<file path="src/rtl/push_pkg.sv">
package push_pkg;
    localparam int XLEN  = 64;
    localparam int NBYTE = XLEN / 8;

    typedef enum logic [2:0] {
        K_REG  = 3'd0,
        K_MEM  = 3'd1,
        K_IMM  = 3'd2,
        K_SEG  = 3'd3,
        K_SELF = 3'd4
    } src_e;

    typedef enum logic [2:0] {
        FLT_NONE     = 3'd0,
        FLT_STACK    = 3'd1,
        FLT_UNDEF    = 3'd2,
        FLT_DOUBLE   = 3'd3,
        FLT_SHUTDOWN = 3'd4
    } fault_e;

    typedef enum logic [2:0] {
        ST_IDLE, ST_READ, ST_EXEC, ST_ESC_DF, ST_ESC_SHUT, ST_HALT
    } state_e;

    typedef struct packed {
        logic [XLEN-1:0] sp;
        logic [1:0]      stk;
        logic [1:0]      op;
        logic [2:0]      kind;
        logic [XLEN-1:0] val;
        logic [1:0]      immw;
        logic            seg_legacy;
        logic            sp_base;
        logic [XLEN-1:0] disp;
        logic            lock;
        logic [1:0]      mode;
        logic [XLEN-1:0] limit;
    } req_t;
endpackage

</file>
<file path="src/rtl/push_sp_calc.sv">
module push_sp_calc
    import push_pkg::*;
(
    input  logic [XLEN-1:0] sp_old,
    input  logic [1:0]      stk,
    input  logic [1:0]      op,
    input  logic [XLEN-1:0] limit,
    output logic [XLEN-1:0] sp_new,
    output logic            over_limit,
    output logic            old_is_one
);
    logic [XLEN-1:0] step, diff, new_m, old_m;

    always_comb begin
        unique case (op)
            2'd0:    step = XLEN'(2);
            2'd1:    step = XLEN'(4);
            default: step = XLEN'(8);
        endcase
        diff = sp_old - step;
        unique case (stk)
            2'd0: begin
                sp_new = {sp_old[XLEN-1:16], diff[15:0]};
                new_m  = {{(XLEN-16){1'b0}}, diff[15:0]};
                old_m  = {{(XLEN-16){1'b0}}, sp_old[15:0]};
            end
            2'd1: begin
                sp_new = {sp_old[XLEN-1:32], diff[31:0]};
                new_m  = {{(XLEN-32){1'b0}}, diff[31:0]};
                old_m  = {{(XLEN-32){1'b0}}, sp_old[31:0]};
            end
            default: begin
                sp_new = diff;
                new_m  = diff;
                old_m  = sp_old;
            end
        endcase
        over_limit = new_m > limit;
        old_is_one = old_m == XLEN'(1);
    end
endmodule

</file>
<file path="src/rtl/push_data_fmt.sv">
module push_data_fmt
    import push_pkg::*;
#(
    parameter bit LEGACY_NEW_SP = 1'b0
) (
    input  logic [2:0]       kind,
    input  logic [1:0]       op,
    input  logic [1:0]       immw,
    input  logic [XLEN-1:0]  val,
    input  logic [XLEN-1:0]  mem_data,
    input  logic [XLEN-1:0]  sp_old,
    input  logic [XLEN-1:0]  sp_new,
    output logic [XLEN-1:0]  data,
    output logic [NBYTE-1:0] be
);
    logic [XLEN-1:0] raw, imm_x, self_v;

    generate
        if (LEGACY_NEW_SP) begin : g_self_new
            assign self_v = sp_new;
        end else begin : g_self_old
            assign self_v = sp_old;
        end
    endgenerate

    always_comb begin
        unique case (immw)
            2'd0:    imm_x = {{(XLEN-8){val[7]}}, val[7:0]};
            2'd1:    imm_x = {{(XLEN-16){val[15]}}, val[15:0]};
            default: imm_x = {{(XLEN-32){val[31]}}, val[31:0]};
        endcase
        unique case (kind)
            K_MEM:   raw = mem_data;
            K_IMM:   raw = imm_x;
            K_SEG:   raw = {{(XLEN-16){1'b0}}, val[15:0]};
            K_SELF:  raw = self_v;
            default: raw = val;
        endcase
        unique case (op)
            2'd0: begin
                data = {{(XLEN-16){1'b0}}, raw[15:0]};
                be   = NBYTE'(8'h03);
            end
            2'd1: begin
                data = {{(XLEN-32){1'b0}}, raw[31:0]};
                be   = (kind == K_SEG) ? NBYTE'(8'h03) : NBYTE'(8'h0F);
            end
            default: begin
                data = raw;
                be   = '1;
            end
        endcase
    end
endmodule

</file>
<file path="src/rtl/push_fsm.sv">
module push_fsm
    import push_pkg::*;
(
    input  logic   clk,
    input  logic   rst_n,
    input  logic   start,
    input  logic   start_mem,
    input  logic   undef_flt,
    input  logic   real_one,
    input  logic   limit_flt,
    output state_e state,
    output logic   load_req,
    output logic   rd_en,
    output logic   wr_en,
    output logic   done,
    output fault_e fault,
    output logic   shutdown
);
    state_e nxt;

    always_ff @(posedge clk or negedge rst_n) begin
        if (!rst_n) state <= ST_IDLE;
        else        state <= nxt;
    end

    always_comb begin
        nxt = state;
        unique case (state)
            ST_IDLE:     if (start) nxt = start_mem ? ST_READ : ST_EXEC;
            ST_READ:     nxt = ST_EXEC;
            ST_EXEC:     nxt = (!undef_flt && real_one) ? ST_ESC_DF : ST_IDLE;
            ST_ESC_DF:   nxt = ST_ESC_SHUT;
            ST_ESC_SHUT: nxt = ST_HALT;
            default:     nxt = ST_HALT;
        endcase
    end

    always_comb begin
        load_req = 1'b0;
        rd_en    = 1'b0;
        wr_en    = 1'b0;
        done     = 1'b0;
        fault    = FLT_NONE;
        shutdown = 1'b0;
        unique case (state)
            ST_IDLE: load_req = start;
            ST_READ: rd_en = 1'b1;
            ST_EXEC: begin
                if (undef_flt) begin
                    fault = FLT_UNDEF;
                    done  = 1'b1;
                end else if (real_one) begin
                    fault = FLT_STACK;
                end else if (limit_flt) begin
                    fault = FLT_STACK;
                    done  = 1'b1;
                end else begin
                    wr_en = 1'b1;
                    done  = 1'b1;
                end
            end
            ST_ESC_DF:   fault = FLT_DOUBLE;
            ST_ESC_SHUT: begin
                fault = FLT_SHUTDOWN;
                done  = 1'b1;
            end
            default: shutdown = 1'b1;
        endcase
    end

    // done lasts one cycle
    p_done_single_r11: assert property (@(posedge clk) disable iff (!rst_n)
        done |=> !done);
    // double fault is followed by the shutdown report
    p_escalate_shut_r10: assert property (@(posedge clk) disable iff (!rst_n)
        (fault == FLT_DOUBLE) |=> (fault == FLT_SHUTDOWN && done));
    // shutdown never drops before reset
    p_shutdown_sticky_r10: assert property (@(posedge clk) disable iff (!rst_n)
        shutdown |=> shutdown);
endmodule

</file>
<file path="src/rtl/stack_push_unit.sv">
module stack_push_unit
    import push_pkg::*;
#(
    parameter bit LEGACY_NEW_SP = 1'b0
) (
    input  logic        clk,
    input  logic        rst_n,
    input  logic        start_i,
    input  logic [63:0] sp_i,
    input  logic [1:0]  stk_size_i,
    input  logic [1:0]  op_size_i,
    input  logic [2:0]  src_kind_i,
    input  logic [63:0] src_val_i,
    input  logic [1:0]  imm_width_i,
    input  logic        seg_legacy_i,
    input  logic        mem_sp_base_i,
    input  logic [63:0] mem_disp_i,
    input  logic        lock_i,
    input  logic [1:0]  mode_i,
    input  logic [63:0] stk_limit_i,
    output logic        rd_en_o,
    output logic [63:0] rd_addr_o,
    input  logic [63:0] rd_data_i,
    output logic        wr_en_o,
    output logic [63:0] wr_addr_o,
    output logic [63:0] wr_data_o,
    output logic [7:0]  wr_be_o,
    output logic [63:0] sp_o,
    output logic        done_o,
    output logic [2:0]  fault_o,
    output logic        shutdown_o
);
    req_t            req;
    logic [XLEN-1:0] mem_q, sp_new, data;
    logic [NBYTE-1:0] be;
    logic            load_req, over_limit, old_is_one, undef_flt, real_one;
    state_e          state;
    fault_e          fault;

    always_ff @(posedge clk or negedge rst_n) begin
        if (!rst_n) begin
            req   <= '0;
            mem_q <= '0;
        end else begin
            if (load_req) begin
                req.sp         <= sp_i;
                req.stk        <= stk_size_i;
                req.op         <= op_size_i;
                req.kind       <= src_kind_i;
                req.val        <= src_val_i;
                req.immw       <= imm_width_i;
                req.seg_legacy <= seg_legacy_i;
                req.sp_base    <= mem_sp_base_i;
                req.disp       <= mem_disp_i;
                req.lock       <= lock_i;
                req.mode       <= mode_i;
                req.limit      <= stk_limit_i;
            end
            if (rd_en_o) mem_q <= rd_data_i;
        end
    end

    push_sp_calc u_sp (
        .sp_old(req.sp), .stk(req.stk), .op(req.op), .limit(req.limit),
        .sp_new(sp_new), .over_limit(over_limit), .old_is_one(old_is_one)
    );

    push_data_fmt #(.LEGACY_NEW_SP(LEGACY_NEW_SP)) u_fmt (
        .kind(req.kind), .op(req.op), .immw(req.immw), .val(req.val),
        .mem_data(mem_q), .sp_old(req.sp), .sp_new(sp_new),
        .data(data), .be(be)
    );

    assign undef_flt = req.lock ||
                       (req.kind == K_SEG && req.seg_legacy && req.mode == 2'd2);
    assign real_one  = (req.mode == 2'd0) && old_is_one;

    push_fsm u_fsm (
        .clk(clk), .rst_n(rst_n), .start(start_i),
        .start_mem(src_kind_i == K_MEM),
        .undef_flt(undef_flt), .real_one(real_one), .limit_flt(over_limit),
        .state(state), .load_req(load_req), .rd_en(rd_en_o), .wr_en(wr_en_o),
        .done(done_o), .fault(fault), .shutdown(shutdown_o)
    );

    assign fault_o   = fault;
    assign rd_addr_o = rd_en_o ? ((req.sp_base ? req.sp : req.val) + req.disp) : '0;
    assign wr_addr_o = wr_en_o ? sp_new : '0;
    assign wr_data_o = wr_en_o ? data : '0;
    assign wr_be_o   = wr_en_o ? be : '0;
    assign sp_o      = wr_en_o ? sp_new : req.sp;

    // a store lands on the reported pointer, which moved
    p_store_at_sp_r1: assert property (@(posedge clk) disable iff (!rst_n)
        wr_en_o |-> (wr_addr_o == sp_o && sp_o != req.sp && wr_be_o != '0));
    // a faulting end leaves the pointer alone
    p_fault_keeps_sp_r9: assert property (@(posedge clk) disable iff (!rst_n)
        (done_o && fault_o != 3'd0) |-> (sp_o == req.sp && !wr_en_o));
    // a source read is followed by the execute cycle
    p_read_then_exec_r6: assert property (@(posedge clk) disable iff (!rst_n)
        rd_en_o |=> (state == ST_EXEC && !rd_en_o));
endmodule

</file>
<file path="config.mk">
export PLATFORM = sky130hd
export DESIGN_NAME = stack_push_unit
export DESIGN_NICKNAME = d
export VERILOG_FILES = /design/src/rtl/push_pkg.sv /design/src/rtl/push_sp_calc.sv /design/src/rtl/push_data_fmt.sv /design/src/rtl/push_fsm.sv /design/src/rtl/stack_push_unit.sv
export SDC_FILE = /design/constraint.sdc
export NUM_CORES = 1
export LEC_CHECK = 0
export ABC_AREA = 1
export BUFFER_PORTS_ARGS = -buffer_cell sky130_fd_sc_hd__buf_4
export CORE_MARGIN = 3
export CORE_UTILIZATION = 35
export DETAILED_ROUTE_END_ITERATION = 10
export HOLD_SLACK_MARGIN = 0.02
export SYNTH_ARGS = -nofsm -noshare
export SYNTH_HDL_FRONTEND = slang
export SYNTH_HIERARCHICAL = 1
export SYNTH_SLANG_ARGS = --single-unit
export TNS_END_PERCENT = 50
</file>
<file path="constraint.sdc">
create_clock -name clk -period 5 [get_ports clk]
set_input_delay 1 -clock clk [delete_from_list [all_inputs] [get_ports clk]]
set_output_delay 1 -clock clk [all_outputs]
set_load 0.02 [all_outputs]
</file>
==> impl_metrics.py, run 1 <==
metrics = {
    "status": {
        "status": "finished, violations left",
        "violations": "setup timing",
    },
    "sta": {
        "final.setup_skew_ns": 0.01967,
        "hold_viol": 0,
        "finalCritPeriodShare_pct": 120.1,
        "setup_tns_ns": -189.29,
        "fmax_mhz": 166.5,
        "fin_ws_ns": -1.007,
        "rsz0062_at_grt": "true",
        "setup_viol": 209,
        "slew_headroom_pct": 32.62,
        "worstMarginPinSlew_ns": 1.011,
        "fin_crit_ns": 6.007,
        "slew_viol_final": 0,
    },
    "floorplan": {
        "rows": 102,
        "die-area_um2": 83190,
        "start_util_pct": 35.69,
        "io_pins": 608,
        "core_area_um2": 78230,
        "die-width_um": 288.4,
        "die_height_um": 288.4,
    },
    "placement": {
        "finalWeightedCongestion": 1.019,
        "hpwl_um": 107100,
        "port_buffers": 607,
    },
    "synth": {
        "synthMuxAreaShare_pct": 5.485,
        "async_reset_ff_share_pct": 100.0,
        "synth_area_um2": 27920,
        "yosys.area.top_type_share_pct": 30.21,
        "ys_seq_elements": 337,
        "synthCells": 4415,
        "synth_top_family_by_area": "simple AND/OR/NAND/NOR gates",
        "synth-main-ff-cell": "dfrtp_1",
        "synth-compound-area-share_pct": 10.08,
        "synth_top_cells_by_area": "dfrtp_1 30%, nand2_1 19%, inv_1 11%",
        "synth-seq-area-share_pct": 30.21,
        "synth_cell_type_count": 51,
        "synthAdderAreaFrac_pct": 5.969,
        "syn_area_per_cell_um2": 6.324,
        "yosys.area_share.simple_pct": 33.75,
        "synth_area_leader_cell": "dfrtp_1",
        "ys_warn_count": 6,
        "synthXorXnorAreaFrac_pct": 0.7843,
        "synth_edf_count": 0,
    },
    "global_route": {
        "antenna_found_initial": 11,
        "grt_usage_pct": 30.91,
        "grt_pass1_wl_um": 191300,
        "overflow": 0,
        "grt_start_max_net_pins": 153,
        "grt_pass1_vias": 30510,
    },
    "finish": {
        "final_layout_size_suffix_gt1_share_pct": 27.99,
        "regArea_um2": 8439,
        "final_cell_mix": "1348 x nand2_1, 798 x buf_4, 714 x inv_1, 415 x nor2_1, 334 x dfrtp_1",
        "multiInputGateArea_um2": 16340,
        "area_growth_pct": 37.32,
        "nets": 5683,
        "final_common_cell": "nand2_1",
        "fill_cells": 8032,
    },
    "drt": {
        "antenna_left": 0,
        "routed-via-count": 31651,
        "drt_iter0_drc": 2572,
        "drcViolationCount": 0,
        "viasPerCell": 5.031,
        "wirelength_um": 134900,
        "firstDrtPassIters": 8,
        "post_drt_wl_per_cell_um": 21.45,
    },
    "setup_path": {
        "arrival_ns": 5.01,
        "cp-start-kind": "flop",
        "max_stage_delay_ns": 0.42,
        "reg2regPathDepth": 13,
        "slowest_stage": "dfrtp_2",
        "crit_type": "flop to output pin",
        "required_ns": 4.00,
        "cp_max_fo": 8,
        "worstSetupEndpointType": "output pin",
    },
    "clocking": {
        "cts_made_buffers": 43,
        "tritoncts": "done",
        "cts.hold.buffers_added": 0,
        "root_buffer": "clkbuf_16",
        "cts_buffer_depth": 3,
        "cts_max_level": 2,
        "clk_pin_slew_ns": 0.06,
        "clk-insertion-delay-late_ns": 0.59,
        "clock_sinks": 337,
    },
    "pwr": {
        "p_sw_mw": 15.83,
        "clockPowerShare_pct": 11.8,
        "ir_worst_vdd_v": 0.0003283,
        "power_density_nw_per_um2": 753.8,
        "pwr-share-comb_pct": 69.4,
        "switching_share_pct": 54.77,
        "leakagePower_nw": 21.30,
        "seq_power_share_pct": 18.8,
        "finalPower_mw": 28.90,
        "p_int_mw": 13.07,
    },
    "flow_run": {
        "maxCapViolations": 0,
    },
    "worst_hold_path": {
        "hp-class": "input pin to async pin",
    },
}
==> final timing paths <==
check                           from              to  slack (ns)
setup / recovery            req[203]        sp_o[10]       -1.01
hold / removal                 rst_n        req[120]        0.42
setup reg to reg            req[244]  u_fsm/state[1]        2.24
hold reg to reg            mem_q[57]       mem_q[57]        0.47
max in group asynchronous      rst_n        req[204]        3.49
min in group clk           mem_q[57]       mem_q[57]        0.47
==> metal layers <==
layer	vias to the layer above	track usage (%)	part of all wire [%]
met5	-	0	0.036
met4	8	11.30	4.1
met3	225	4.065	7.1
met2	1356	52.21	47
met1	14827	40.37	42
li1	15235	-	-
==> synthesized netlist by cell type, types with 7 or more instances <==
master       n
inv_1      801
and3_1       8
buf_4       21
o22ai_1      7
nor4_1       7
a21oi_1    125
xor2_1      10
buf_2       40
nand3b_1     7
nand2_1   1403
nand3_1    260
ha_1       130
o21ai_0    387
dfrtp_1    337
nand2_2     23
xnor2_1     15
nor2_2      19
inv_2       12
clkbuf_1    95
nand4_1     33
nor3_1      17
nand3_2      9
mux2_2     136
nor2_1     427
nor2_4      19
==> logic make-up after synthesis <==
kind of cell / after synthesis
simple gates: 2255
buf+inv: 982
compound gates: 547
flops: 337
mux: 136
fa+ha+maj: 132
xor+xnor: 25
other cells: 1
==> state kept, by name, summed over array words and instances, names as in the netlist <==
signal and cells:
mem_q 64, req 270, u_fsm/state 3
==> critical path: cells and delay by family, from the launching register on <==
kind	cells	cell delay (ns)
DFF	1	0.42
and+or+nand+nor	16	2.18
buffers and inverters	6	0.90
AOI/OAI and AO/OA	2	0.10
adders and majority gates	3	0.81
==> layout make-up <==
| class | count | area share, % |
|---|---|---|
| flip-flops and latches | 337 | 22.01 |
| well taps | 1040 | 3.394 |
| diodes | 3 | 0.01958 |
| clock inverters | 21 | 0.7571 |
| clock buffers | 58 | 3.192 |
| multi-input cells | 3097 | 42.62 |
| repair buffers | 917 | 19.99 |
| inverters | 818 | 8.015 |
==> per-stage QoR <==
| stage | hold slack (ns) | utilization [%] | cells | worst slack, ns | instance area, µm² |
|---|---|---|---|---|---|
| 5_1_grt | 0.4728 | 49.00 | 6288 | -1.250 | 38330 |
| 6_report | 0.4163 | 49.01 | 6291 | -1.007 | 38340 |
| 4_1_cts | 0.4594 | 48.44 | 6278 | -1.060 | 37890 |
| 3_5_place_dp | 0.4589 | 45.54 | 6180 | -0.9528 | 35630 |
| 2_1_floorplan | 0.4422 | - | 4416 | -0.01599 | 28260 |
| 3_3_place_gp | 0.4569 | 45.54 | 6180 | -0.8797 | 35630 |
==> repair_timing <==
item | CTS | global route
buffers inserted | 12 | 9
setup endpoints to repair | 207 | 222
gates resized for setup | 134 | 89
cloned | 7 | 4
pin swaps | 11 | 37
==> power groups by stage <==
| stage | sequential [mW] | combinational [mW] | clock (mW) |
|---|---|---|---|
| after global routing | 5.58 | 21.9 | 3.56 |
| final | 5.45 | 20.1 | 3.40 |
| after CTS | 5.41 | 19.6 | 3.46 |
| after detailed placement | 5.43 | 19.3 | 0 |
| after floorplan | 4.93 | 11.7 | 0 |
| after global placement | 5.40 | 19.3 | 0 |
Note: power is estimated with default switching activity, not from simulation.
==> run 2, diff against run 1 <==
--- a/config.mk
+++ b/config.mk
@@ -13,6 +13,5 @@
 export HOLD_SLACK_MARGIN = 0.02
 export SYNTH_ARGS = -nofsm -noshare
 export SYNTH_HDL_FRONTEND = slang
-export SYNTH_HIERARCHICAL = 1
 export SYNTH_SLANG_ARGS = --single-unit
 export TNS_END_PERCENT = 50
==> run 2 against run 1 <==
The run still ends with setup timing left. Combinational power shrank 6%. Clock power shrank 3%. Die area shrank 8.6%. Critical path depth grew 1. Design area shrank 6.2%. Count of clock-buffer cells in the layout grew 9. Critical path type unchanged. First-iteration DRC count grew 6.2%.
==> impl_metrics.py, run 2 <==
metrics = {
    "clocking": {
        "root_buffer": "clkbuf_16",
        "cts_max_level": 2,
        "clk_pin_slew_ns": 0.06,
        "cts_buffer_depth": 3,
        "clk-insertion-delay-late_ns": 0.58,
        "clock_sinks": 337,
        "tritoncts": "done",
        "cts_made_buffers": 43,
    },
    "synth": {
        "syn_nets": 4314,
        "synth_edf_count": 0,
        "syn_area_per_cell_um2": 6.626,
        "synth_most_common_cell": "nand2_1",
        "synth_area_leader_cell": "dfrtp_1",
        "synth-main-ff-cell": "dfrtp_1",
        "synthCells": 3845,
        "synth-seq-area-share_pct": 33.10,
        "ys_seq_elements": 337,
        "synth_area_um2": 25480,
        "synth_top_cells_by_area": "dfrtp_1 33%, nand2_1 16%, o21ai_0 9.1%",
        "yosys.area.top_type_share_pct": 33.10,
        "async_reset_ff_share_pct": 100.0,
        "ys_warn_count": 0,
        "synth_common_cells": "1116 x nand2_1, 500 x inv_1, 463 x o21ai_0, 451 x nor2_1, 337 x dfrtp_1",
        "synth_cell_type_count": 49,
    },
    "sta": {
        "rsz0062_at_grt": "true",
        "final.setup_skew_ns": 0.01796,
        "finalCritPeriodShare_pct": 117.8,
        "setup_viol": 203,
        "fmax_mhz": 169.8,
        "setup_tns_ns": -156.99,
        "fin_ws_ns": -0.8881,
        "slew_viol_final": 0,
        "slew_headroom_pct": 15.80,
        "worstMarginPinSlew_ns": 1.231,
        "fin_crit_ns": 5.888,
        "hold_viol": 0,
    },
    "floorplan": {
        "start_util_pct": 35.45,
        "rows": 98,
        "die-width_um": 275.8,
        "die-area_um2": 76060,
        "core_area_um2": 71850,
        "die_height_um": 275.8,
        "io_pins": 608,
    },
    "setup_path": {
        "worstSetupEndpointType": "output pin",
        "r2r-end": "req[128]",
        "worstReg2RegStart": "u_fsm.state[0]",
        "max_stage_delay_ns": 0.40,
        "required_ns": 4.00,
        "crit_type": "flop to output pin",
        "reg2regPathDepth": 6,
        "reg2reg_slack_ns": 2.32,
        "slowest_stage": "dfrtp_1",
        "arrival_ns": 4.89,
        "cp_max_fo": 6,
        "cp-start-kind": "flop",
    },
    "finish": {
        "final_cell_mix": "1041 x nand2_1, 730 x buf_4, 488 x inv_1, 435 x o21ai_0, 379 x nor2_1",
        "final_common_cell": "nand2_1",
        "fill_cells": 7338,
        "final_cells": 5604,
        "largest_reg_flops": 270,
        "finish.instance_area_um2": 35960,
        "regMostFlops": "req",
        "top_regs": "req: 270 flops, mem_q: 64 flops, u_fsm.state: 3 flops",
        "area_growth_pct": 41.14,
        "nets": 5083,
        "final_layout_size_suffix_gt1_share_pct": 27.47,
    },
    "global_route": {
        "grt_pass1_vias": 28263,
        "grt_start_max_net_pins": 126,
        "grt_usage_pct": 32.14,
        "overflow": 0,
        "grt_pass1_wl_um": 180500,
        "antenna_found_initial": 11,
    },
    "status": {
        "status": "finished, violations left",
        "violations": "setup timing",
    },
    "pwr": {
        "leakagePower_nw": 18.08,
        "ir_worst_vdd_v": 0.0003882,
        "power_density_nw_per_um2": 758.8,
        "finalPower_mw": 27.28,
    },
    "drt": {
        "viasPerCell": 5.338,
        "wirelength_um": 129100,
        "firstDrtPassIters": 6,
        "drt_iter0_drc": 2731,
        "post_drt_wl_per_cell_um": 23.04,
        "drcViolationCount": 0,
        "routed-via-count": 29916,
        "antenna_left": 0,
    },
    "worst_hold_path": {
        "hp-class": "input pin to async pin",
    },
    "placement": {
        "port_buffers": 607,
        "dp_slack_ns": -0.4920,
        "finalWeightedCongestion": 0.9981,
        "hpwl_um": 101800,
        "dp_cells": 5483,
        "placed_cell_area_um2": 32460,
    },
    "flow_run": {
        "maxCapViolations": 0,
    },
}
[run 2: changes by cell type in the layout (fill, tap and decap cells not counted), sizes merged, moves of 11 or more]
cell     delta
nand2     -305
inv       -303
nand3     -138
o21ai      +74
mux2       -66
a21oi      +50
nand4      +47
buf        -36
a211oi     +34
o2111ai    +15
clkbuf     +14
xnor2      -14
a21o       +11
[run 2: metrics by stage]
step	utilization, %	hold slack, ns
after detailed placement	45.17	0.4585
after CTS	47.85	0.4730
after floorplan	-	0.4378
after global placement	45.17	0.4534
final	50.04	0.4241
after global routing	50.02	0.4899
[run 2: cells by family (layout without fill, tap and decap cells)]
family	after synthesis	count (layout)	share of synthesized area [%]
AO/OA/AOI/OAI	762	762	16.28
adder cells (fa/ha/maj)	132	132	6.542
AND/OR/NAND/NOR	1849	1849	29.56
buffers and inverters	675	1475	10.74
multiplexers	70	70	3.094
XOR/XNOR	20	20	0.6876
other	0	9	0
flip-flops	337	337	33.10
[run 2: critical path, delay by kind of cell (launching register included)]
family	cells	cell delay (ns)
buf+inv	8	0.91
simple gates	17	2.16
flops	1	0.40
fa+ha+maj	3	0.80
[run 2: worst max path at each step]
stage	startpoint	cells after the start	end	slack, ns
final	req[202]	28	wr_data_o[23]	-0.89
after global routing	req[203]	28	wr_data_o[23]	-1.14
after CTS	req[203]	27	sp_o[26]	-0.84
after detailed placement	req[203]	30	wr_addr_o[28]	-0.49
after global placement	req[203]	30	sp_o[25]	-0.39
after floorplan	req[203]	24	wr_be_o[3]	0.005
[run 2: final cells by class]
class	instances	area [µm²]	share of cell area [%]
Multi-Input combinational cell	2833	15270	42.48
Sequential cell	337	8437	23.46
Timing Repair Buffer	885	7631	21.22
Inverter	514	1939	5.394
Clock buffer	67	1309	3.640
Tap cell	950	1189	3.306
Clock inverter	9	153.9	0.4280
Antenna cell	9	22.52	0.06264
[run 2: what timing repair did]
item | 4_1_cts | 5_1_grt
hold buffers | 0 | 0
pin swaps | 26 | 46
buffers inserted | 11 | 13
cloned | 3 | 12
gates resized for setup | 70 | 371
setup endpoints to repair | 225 | 244
[run 2: power breakdown]
| group | switching [mW] | internal, mW |
|---|---|---|
| Clock | 1.31 | 2.00 |
| Combinational | 12.2 | 6.52 |
| Sequential | 1.12 | 4.10 |
| Total | 14.7 | 12.6 |
[run 2: routing by layer]
| metal | vias to the layer above | track usage [%] | wire (µm) |
|---|---|---|---|
| met5 | - | 0 | 39 |
| met4 | 6 | 11.61 | 5273 |
| met3 | 250 | 5.337 | 10990 |
| met2 | 1386 | 50.71 | 57820 |
| met1 | 14293 | 44.33 | 55000 |
| li1 | 13981 | - | - |
